<file path="src/rtl/fobs_pkg.sv">
package fobs_pkg;

    // Register byte offsets
    localparam logic [11:0] OFS_CFG    = 12'h000;
    localparam logic [11:0] OFS_RAW    = 12'h00C;
    localparam logic [11:0] OFS_A_MSKD = 12'h010;
    localparam logic [11:0] OFS_A_SET  = 12'h014;
    localparam logic [11:0] OFS_A_CLR  = 12'h018;
    localparam logic [11:0] OFS_B_MSKD = 12'h028;
    localparam logic [11:0] OFS_B_SET  = 12'h02C;
    localparam logic [11:0] OFS_B_CLR  = 12'h030;
    localparam logic [11:0] OFS_OBS0   = 12'h058;

    // Raw source positions
    localparam int RB_ABORT  = 0;
    localparam int RB_READ   = 1;
    localparam int RB_WRITE  = 2;
    localparam int RB_ACTIVE = 3;
    localparam int RB_OBS0   = 4;

    // Observer enable field lives in bits 22..15 of the observer word
    localparam int OBS_EN_LSB = 15;
    localparam int OBS_EN_MSB = 22;

    typedef struct packed {
        logic full;
        logic fmw;
        logic ovfl;
        logic on_wr;
        logic empty;
        logic emw;
        logic undr;
        logic on_rd;
    } obs_en_t;

    typedef struct packed {
        logic full;
        logic fmw;
        logic ovfl;
        logic empty;
        logic emw;
        logic undr;
    } evt_flags_t;

endpackage

</file>
<file path="src/rtl/fobs_slot.sv">
module fobs_slot
    import fobs_pkg::*;
#(
    parameter int FNW = 10
) (
    input  logic           clk,
    input  logic           rst_n,
    input  logic           cfg_we,
    input  logic [FNW-1:0] cfg_fifo_in,
    input  obs_en_t        cfg_en_in,
    input  logic           evt_valid,
    input  logic [FNW-1:0] evt_fifo,
    input  logic           evt_write,
    input  evt_flags_t     evt_flags,
    output logic [FNW-1:0] watch_fifo,
    output obs_en_t        watch_en,
    output logic           hit
);

    logic [FNW-1:0] fifo_q;
    obs_en_t        en_q;
    logic           any_evt;

    always_ff @(posedge clk or negedge rst_n) begin
        if (!rst_n) begin
            fifo_q <= '0;
            en_q   <= '0;
        end else if (cfg_we) begin
            fifo_q <= cfg_fifo_in;
            en_q   <= cfg_en_in;
        end
    end

    always_comb begin
        any_evt = (en_q.on_rd &  !evt_write)
                | (en_q.on_wr &   evt_write)
                | (en_q.undr  &   evt_flags.undr)
                | (en_q.emw   &   evt_flags.emw)
                | (en_q.empty &   evt_flags.empty)
                | (en_q.ovfl  &   evt_flags.ovfl)
                | (en_q.fmw   &   evt_flags.fmw)
                | (en_q.full  &   evt_flags.full);
        hit = evt_valid && (evt_fifo == fifo_q) && any_evt;
    end

    assign watch_fifo = fifo_q;
    assign watch_en   = en_q;

    assert_no_hit_mismatch_R8: assert property (@(posedge clk) disable iff (!rst_n)
        (evt_fifo != watch_fifo) |-> !hit);
    assert_no_hit_idle_R8: assert property (@(posedge clk) disable iff (!rst_n)
        !evt_valid |-> !hit);
    assert_no_hit_disabled_R8: assert property (@(posedge clk) disable iff (!rst_n)
        (watch_en == '0) |-> !hit);

endmodule

</file>
<file path="src/rtl/fobs_raw.sv">
module fobs_raw #(
    parameter int W = 14
) (
    input  logic         clk,
    input  logic         rst_n,
    input  logic [W-1:0] hw_set,
    input  logic [W-1:0] sw_clr,
    output logic [W-1:0] raw
);

    logic [W-1:0] raw_q;

    // hardware set is applied after the clear, so it wins
    always_ff @(posedge clk or negedge rst_n) begin
        if (!rst_n) raw_q <= '0;
        else        raw_q <= (raw_q & ~sw_clr) | hw_set;
    end

    assign raw = raw_q;

    assert_set_wins_R4: assert property (@(posedge clk) disable iff (!rst_n)
        (hw_set != '0) |=> ((raw & $past(hw_set)) == $past(hw_set)));
    assert_w1c_R3: assert property (@(posedge clk) disable iff (!rst_n)
        ((sw_clr & ~hw_set) != '0) |=> ((raw & $past(sw_clr & ~hw_set)) == '0));
    assert_hold_R3: assert property (@(posedge clk) disable iff (!rst_n)
        (sw_clr == '0) |=> ((raw & $past(raw)) == $past(raw)));

endmodule

</file>
<file path="src/rtl/fobs_target.sv">
module fobs_target #(
    parameter int W = 14
) (
    input  logic         clk,
    input  logic         rst_n,
    input  logic         set_we,
    input  logic         clr_we,
    input  logic [W-1:0] wdata,
    input  logic [W-1:0] raw,
    output logic [W-1:0] mask,
    output logic [W-1:0] masked,
    output logic         irq
);

    logic [W-1:0] mask_q;
    logic         irq_q;

    always_ff @(posedge clk or negedge rst_n) begin
        if (!rst_n) begin
            mask_q <= '0;
        end else if (set_we) begin
            mask_q <= mask_q | wdata;
        end else if (clr_we) begin
            mask_q <= mask_q & ~wdata;
        end
    end

    assign masked = raw & mask_q;

    always_ff @(posedge clk or negedge rst_n) begin
        if (!rst_n) irq_q <= 1'b0;
        else        irq_q <= |masked;
    end

    assign mask = mask_q;
    assign irq  = irq_q;

    assert_mask_set_R5: assert property (@(posedge clk) disable iff (!rst_n)
        set_we |=> ((mask & $past(wdata)) == $past(wdata)));
    assert_mask_clr_R5: assert property (@(posedge clk) disable iff (!rst_n)
        (clr_we && !set_we) |=> ((mask & $past(wdata)) == '0));
    assert_mask_hold_R10: assert property (@(posedge clk) disable iff (!rst_n)
        (!set_we && !clr_we) |=> $stable(mask));
    assert_irq_rise_R9: assert property (@(posedge clk) disable iff (!rst_n)
        ((raw & mask) != '0) |=> irq);
    assert_irq_low_R9: assert property (@(posedge clk) disable iff (!rst_n)
        ((raw & mask) == '0) |=> !irq);

endmodule

</file>
<file path="src/rtl/fifo_observer_irq.sv">
module fifo_observer_irq
    import fobs_pkg::*;
#(
    parameter int NUM_OBS = 10,
    parameter int FNW     = 10
) (
    input  logic        clk,
    input  logic        rst_n,
    input  logic        bus_wr,
    input  logic [11:0] bus_addr,
    input  logic [31:0] bus_wdata,
    output logic [31:0] bus_rdata,
    input  logic        evt_valid,
    input  logic [9:0]  evt_fifo,
    input  logic        evt_write,
    input  logic [5:0]  evt_flags,
    input  logic        xfer_abort,
    input  logic        access_active,
    output logic        irq_a,
    output logic        irq_b
);

    localparam int RAW_W = RB_OBS0 + NUM_OBS;

    logic [31:2]      cfg_q;
    logic [RAW_W-1:0] raw, hw_set, sw_clr;
    logic [RAW_W-1:0] mask_a, mask_b, masked_a, masked_b;
    logic [NUM_OBS-1:0] obs_hit;
    logic [NUM_OBS-1:0] obs_we;
    logic [FNW-1:0]     obs_fifo [NUM_OBS];
    obs_en_t            obs_en   [NUM_OBS];
    evt_flags_t         flags_s;

    assign flags_s = evt_flags_t'(evt_flags);

    always_ff @(posedge clk or negedge rst_n) begin
        if (!rst_n)                            cfg_q <= '0;
        else if (bus_wr && bus_addr == OFS_CFG) cfg_q <= bus_wdata[31:2];
    end

    for (genvar i = 0; i < NUM_OBS; i++) begin : g_obs
        assign obs_we[i] = bus_wr && (bus_addr == OFS_OBS0 + 12'(4 * i));
        fobs_slot #(.FNW(FNW)) slot_i (
            .clk         (clk),
            .rst_n       (rst_n),
            .cfg_we      (obs_we[i]),
            .cfg_fifo_in (bus_wdata[FNW-1:0]),
            .cfg_en_in   (obs_en_t'(bus_wdata[OBS_EN_MSB:OBS_EN_LSB])),
            .evt_valid   (evt_valid),
            .evt_fifo    (evt_fifo[FNW-1:0]),
            .evt_write   (evt_write),
            .evt_flags   (flags_s),
            .watch_fifo  (obs_fifo[i]),
            .watch_en    (obs_en[i]),
            .hit         (obs_hit[i])
        );
    end

    always_comb begin
        hw_set = '0;
        hw_set[RB_ABORT]  = xfer_abort;
        hw_set[RB_READ]   = evt_valid && !evt_write;
        hw_set[RB_WRITE]  = evt_valid &&  evt_write;
        hw_set[RB_ACTIVE] = access_active;
        hw_set[RAW_W-1:RB_OBS0] = obs_hit;
        sw_clr = (bus_wr && bus_addr == OFS_RAW) ? bus_wdata[RAW_W-1:0] : '0;
    end

    fobs_raw #(.W(RAW_W)) raw_i (
        .clk(clk), .rst_n(rst_n), .hw_set(hw_set), .sw_clr(sw_clr), .raw(raw)
    );

    fobs_target #(.W(RAW_W)) tgt_a_i (
        .clk(clk), .rst_n(rst_n),
        .set_we(bus_wr && bus_addr == OFS_A_SET),
        .clr_we(bus_wr && bus_addr == OFS_A_CLR),
        .wdata(bus_wdata[RAW_W-1:0]), .raw(raw),
        .mask(mask_a), .masked(masked_a), .irq(irq_a)
    );

    fobs_target #(.W(RAW_W)) tgt_b_i (
        .clk(clk), .rst_n(rst_n),
        .set_we(bus_wr && bus_addr == OFS_B_SET),
        .clr_we(bus_wr && bus_addr == OFS_B_CLR),
        .wdata(bus_wdata[RAW_W-1:0]), .raw(raw),
        .mask(mask_b), .masked(masked_b), .irq(irq_b)
    );

    always_comb begin
        bus_rdata = '0;
        case (bus_addr)
            OFS_CFG:              bus_rdata = {cfg_q, 2'b00};
            OFS_RAW:              bus_rdata[RAW_W-1:0] = raw;
            OFS_A_MSKD:           bus_rdata[RAW_W-1:0] = masked_a;
            OFS_A_SET, OFS_A_CLR: bus_rdata[RAW_W-1:0] = mask_a;
            OFS_B_MSKD:           bus_rdata[RAW_W-1:0] = masked_b;
            OFS_B_SET, OFS_B_CLR: bus_rdata[RAW_W-1:0] = mask_b;
            default: begin
                for (int i = 0; i < NUM_OBS; i++) begin
                    if (bus_addr == OFS_OBS0 + 12'(4 * i)) begin
                        bus_rdata[FNW-1:0] = obs_fifo[i];
                        bus_rdata[OBS_EN_MSB:OBS_EN_LSB] = obs_en[i];
                    end
                end
            end
        endcase
    end

    assert_masked_a_R6: assert property (@(posedge clk) disable iff (!rst_n)
        (bus_addr == OFS_A_MSKD) |-> (bus_rdata[RAW_W-1:0] == (raw & mask_a)));
    assert_cfg_low_R11: assert property (@(posedge clk) disable iff (!rst_n)
        (bus_addr == OFS_CFG) |-> (bus_rdata[1:0] == 2'b00));

endmodule

</file>
<file path="config.mk">
export PLATFORM = sky130hd
export DESIGN_NAME = fifo_observer_irq
export DESIGN_NICKNAME = d
export VERILOG_FILES = /design/src/rtl/fobs_pkg.sv /design/src/rtl/fobs_slot.sv /design/src/rtl/fobs_raw.sv /design/src/rtl/fobs_target.sv /design/src/rtl/fifo_observer_irq.sv
export SDC_FILE = /design/constraint.sdc
export NUM_CORES = 1
export LEC_CHECK = 0
export ABC_AREA = 0
export BUFFER_PORTS_ARGS = -buffer_cell sky130_fd_sc_hd__buf_4
export CAP_MARGIN = 20
export CORE_MARGIN = 2
export CORE_UTILIZATION = 30
export CTS_BUF_LIST = sky130_fd_sc_hd__clkbuf_2
export CTS_CLUSTER_SIZE = 12
export DETAILED_ROUTE_END_ITERATION = 16
export PLACE_DENSITY = 0.47
export RECOVER_POWER = 25
export SLEW_MARGIN = 20
export SYNTH_ARGS = -nofsm -noshare
export SYNTH_HDL_FRONTEND = slang
export SYNTH_SLANG_ARGS = --single-unit
</file>
<file path="constraint.sdc">
create_clock -name clk -period 3.34 [get_ports clk]
set_input_delay 0.668 -clock clk [delete_from_list [all_inputs] [get_ports clk]]
set_output_delay 0.668 -clock clk [all_outputs]
set_load 0.02 [all_outputs]
</file>
==> run metrics <==
outcome=finished, violations left; failing checks=max-capacitance violations, max-slew violations, negative setup slack; Final Critical Period=3340 ps; Compound-Gate Fraction of Synth Area=0.149; total net switching power=1.81 mW; post-route ant nets=0; Post-Synth Adder-Cell Area=0; FF+latch count, synth=254; switching fraction of total power=0.301; Slew @ Worst Pin=1970 ps; Mapped Area=14,500 µm²; via count=12,126; Skew-Pair Late Insertion Delay=970 ps; PortBufs=100; CP Capture Type=primary output; Cells after Synth=1,300; final instance area=17,800 µm²; maximum level of the CTS H-tree=3; Worst setup SP type=input pin; CTS buffer count=73; Worst EP arrival=2670 ps; xor-xnor portion of the synthesized cell area=0.0611; Pre-antenna DRT Iters=5; Setup-failing EPs final=1; post-route setup slack=-1.06 ps; Syn. warnings=0; Seq pwr share=0.515; post-synthesis net count=1,367; starting density of the core=0.304; clock-pin transition on the worst setup and hold timing paths=110 ps; clk sinks=254; clock tree root driver cell=clkbuf_2; CTS max path bufs=3; largest family of logic cells by synthesized area=multiplexers; Power per Cell Area=338 nW/µm²; dpl hpwl=40,400 µm; critical path required time=2670 ps; clock skew=50.5 ps; Max FO, Critical Path=3; maximum vdd drop=0.000166 V; Peak Freq=0.299 GHz; simple-gate area share of the yosys netlist=0.107; Hold WC Path Type=in -> reg; nets@finish=1,588; GRT Total Usage=0.219; post-synthesis sequential area ratio=0.439; vias per inst=5.55; layout cells sized above 1=0.407; clock share of power=0.380; hold violation total from the final report=0; Async S/R FF share, synth=1.00; Iter 0 DRT Violations=983; Fill cells=4,762; Max-cap violations=1; count of different cell masters after synthesis=84; WL final=55,600 µm; Reg2Reg Setup Slack=1460 ps; Core ar.=47,600 µm²; Vert. Die Dim=224 µm; Int Pwr=4.21 mW; vias in the first global route=12,283; leakage=8.23 nW; Fin Hold WS=73.9 ps; overall power=6.02 mW; Die ar.=50,000 µm²; EDFF count, synth=0; Rows=80; first-pass GRT wire length=81,000 µm; post-synthesis mux area share=0.207; RSZ-0062 raised after global routing=yes; fin crit share=1.00; ys flop type=dfrtp_1; Post-DP Area=16,600 µm²; initial antenna violation count=1; placer congestion estimate=0.867; worst rel slew slack=-0.312; pre-CTS setup slack=-200 ps; fin. max-slew vios=72; drt drc=0; TritonCTS clock tree=yes; Area Overhead vs Synth=22.9%; Crit Path Category=in -> out; global route total overflow=0; Logic pwr share=0.105; die width=224 µm; syn_area_per_cell=11.1 µm²; I/O pin cnt=101; routed wire length per instance=25.4 µm; largest net degree at the start of global routing=73
-- power groups by stage --
stage	logic, mW	registers (mW)	clock network (mW)
floorplan	0.254	3.15	0
global placement	0.595	3.16	0
finish	0.631	3.10	2.29
CTS	0.624	3.10	2.39
global route	0.671	3.10	2.55
detailed placement	0.597	3.16	0
-- cells in the mapped netlist, types with 25 or more instances --
cell type / instances / area (µm²)
dfrtp_1: 254 / 6360
mux2_2: 213 / 2400
xnor2_1: 86 / 753
nand2_1: 76 / 285
clkbuf_1: 61 / 229
o21ai_0: 42 / 210
nand3_1: 41 / 205
a21oi_1: 40 / 200
a22o_1: 39 / 342
buf_2: 32 / 160
a22oi_1: 31 / 233
nand4_1: 29 / 181
mux2i_1: 25 / 250
-- placed cells by master, fill, tap and decap left out, drive strengths merged, types with 13 or more instances in the layout --
cell         synthesis  final
clkbuf              62    106
nand3               47     47
a21oi               40     40
dlygate4sd3          0     20
inv                 13     13
a221oi              19     19
o21ai               44     44
mux2i               25     25
a211oi              15     15
clkinv               0     20
dfrtp              254    254
mux2               238    238
xor2                15     15
a22o                39     39
and2                14     14
a22oi               31     31
buf                 49    233
a21o                16     16
nand4               29     29
xnor2               86     86
nor2                21     21
nand2               79     79
nand3b              15     15
-- cell families after synthesis --
| group | Yosys count |
|---|---|
| simple gates | 265 |
| xor+xnor | 101 |
| flops | 254 |
| compound gates | 292 |
| mux | 264 |
| buf+inv | 124 |
-- per-stage QoR --
stage / TNS (ps) / util / instances
final: -1.06 / 0.373 / 2185
after global routing: -378 / 0.373 / 2185
after CTS: -215 / 0.368 / 2174
after detailed placement: -1050 / 0.348 / 2028
after global placement: -1070 / 0.348 / 2028
after floorplan: 0 / - / 1300
-- critical path, cell delays in order --
cell and delay (ps):
buf_4 120, or4b_4 570, or2_4 260, o21a_1 180, a222oi_1 430, o221ai_1 230
buf_4 200
-- routing by layer --
metal | up-vias | GRT usage | share of wire
met5 | - | 0 | 0
met4 | 0 | 0.0948 | 0.037
met3 | 118 | 0.0369 | 0.065
met2 | 491 | 0.353 | 0.46
met1 | 6169 | 0.291 | 0.44
li1 | 5348 | - | -
-- worst paths after layout --
path	startpoint	to	cells after the start
setup / recovery	bus_addr[0]	bus_rdata[18]	7
hold / removal	bus_wdata[17]	g_obs[8].slot_i.watch_en[2]	2
setup reg to reg	g_obs[5].slot_i.watch_en[3]	raw_i.raw[9]	5
hold reg to reg	cfg_q[28]	cfg_q[28]	1
max in group asynchronous	rst_n	g_obs[0].slot_i.watch_en[1]	3
min in group asynchronous	rst_n	cfg_q[11]	2
-- repair_timing --
| item | 4_1_cts | 5_1_grt |
|---|---|---|
| pin swaps | 11 | 20 |
| endpoints found under the setup margin | 13 | 18 |
| hold buffers | 20 | 0 |
| endpoints found under the hold margin | 107 | 0 |
| resized for setup | 34 | 44 |
| setup buffers | 4 | 10 |
| cloned | 0 | 0 |
-- layout make-up --
| cell class | count | area, µm² | share of cell area |
|---|---|---|---|
| Clock buffer | 102 | 510 | 0.0287 |
| Multi-Input combinational cell | 922 | 7860 | 0.442 |
| Clock inverter | 21 | 108 | 0.00605 |
| Inverter | 13 | 48.8 | 0.00274 |
| Timing Repair Buffer | 257 | 2120 | 0.119 |
| Tap cell | 615 | 769 | 0.0433 |
| Antenna cell | 1 | 2.50 | 0.000141 |
| Sequential cell | 254 | 6360 | 0.358 |
No activity file was read; power rests on OpenSTA's default activity.
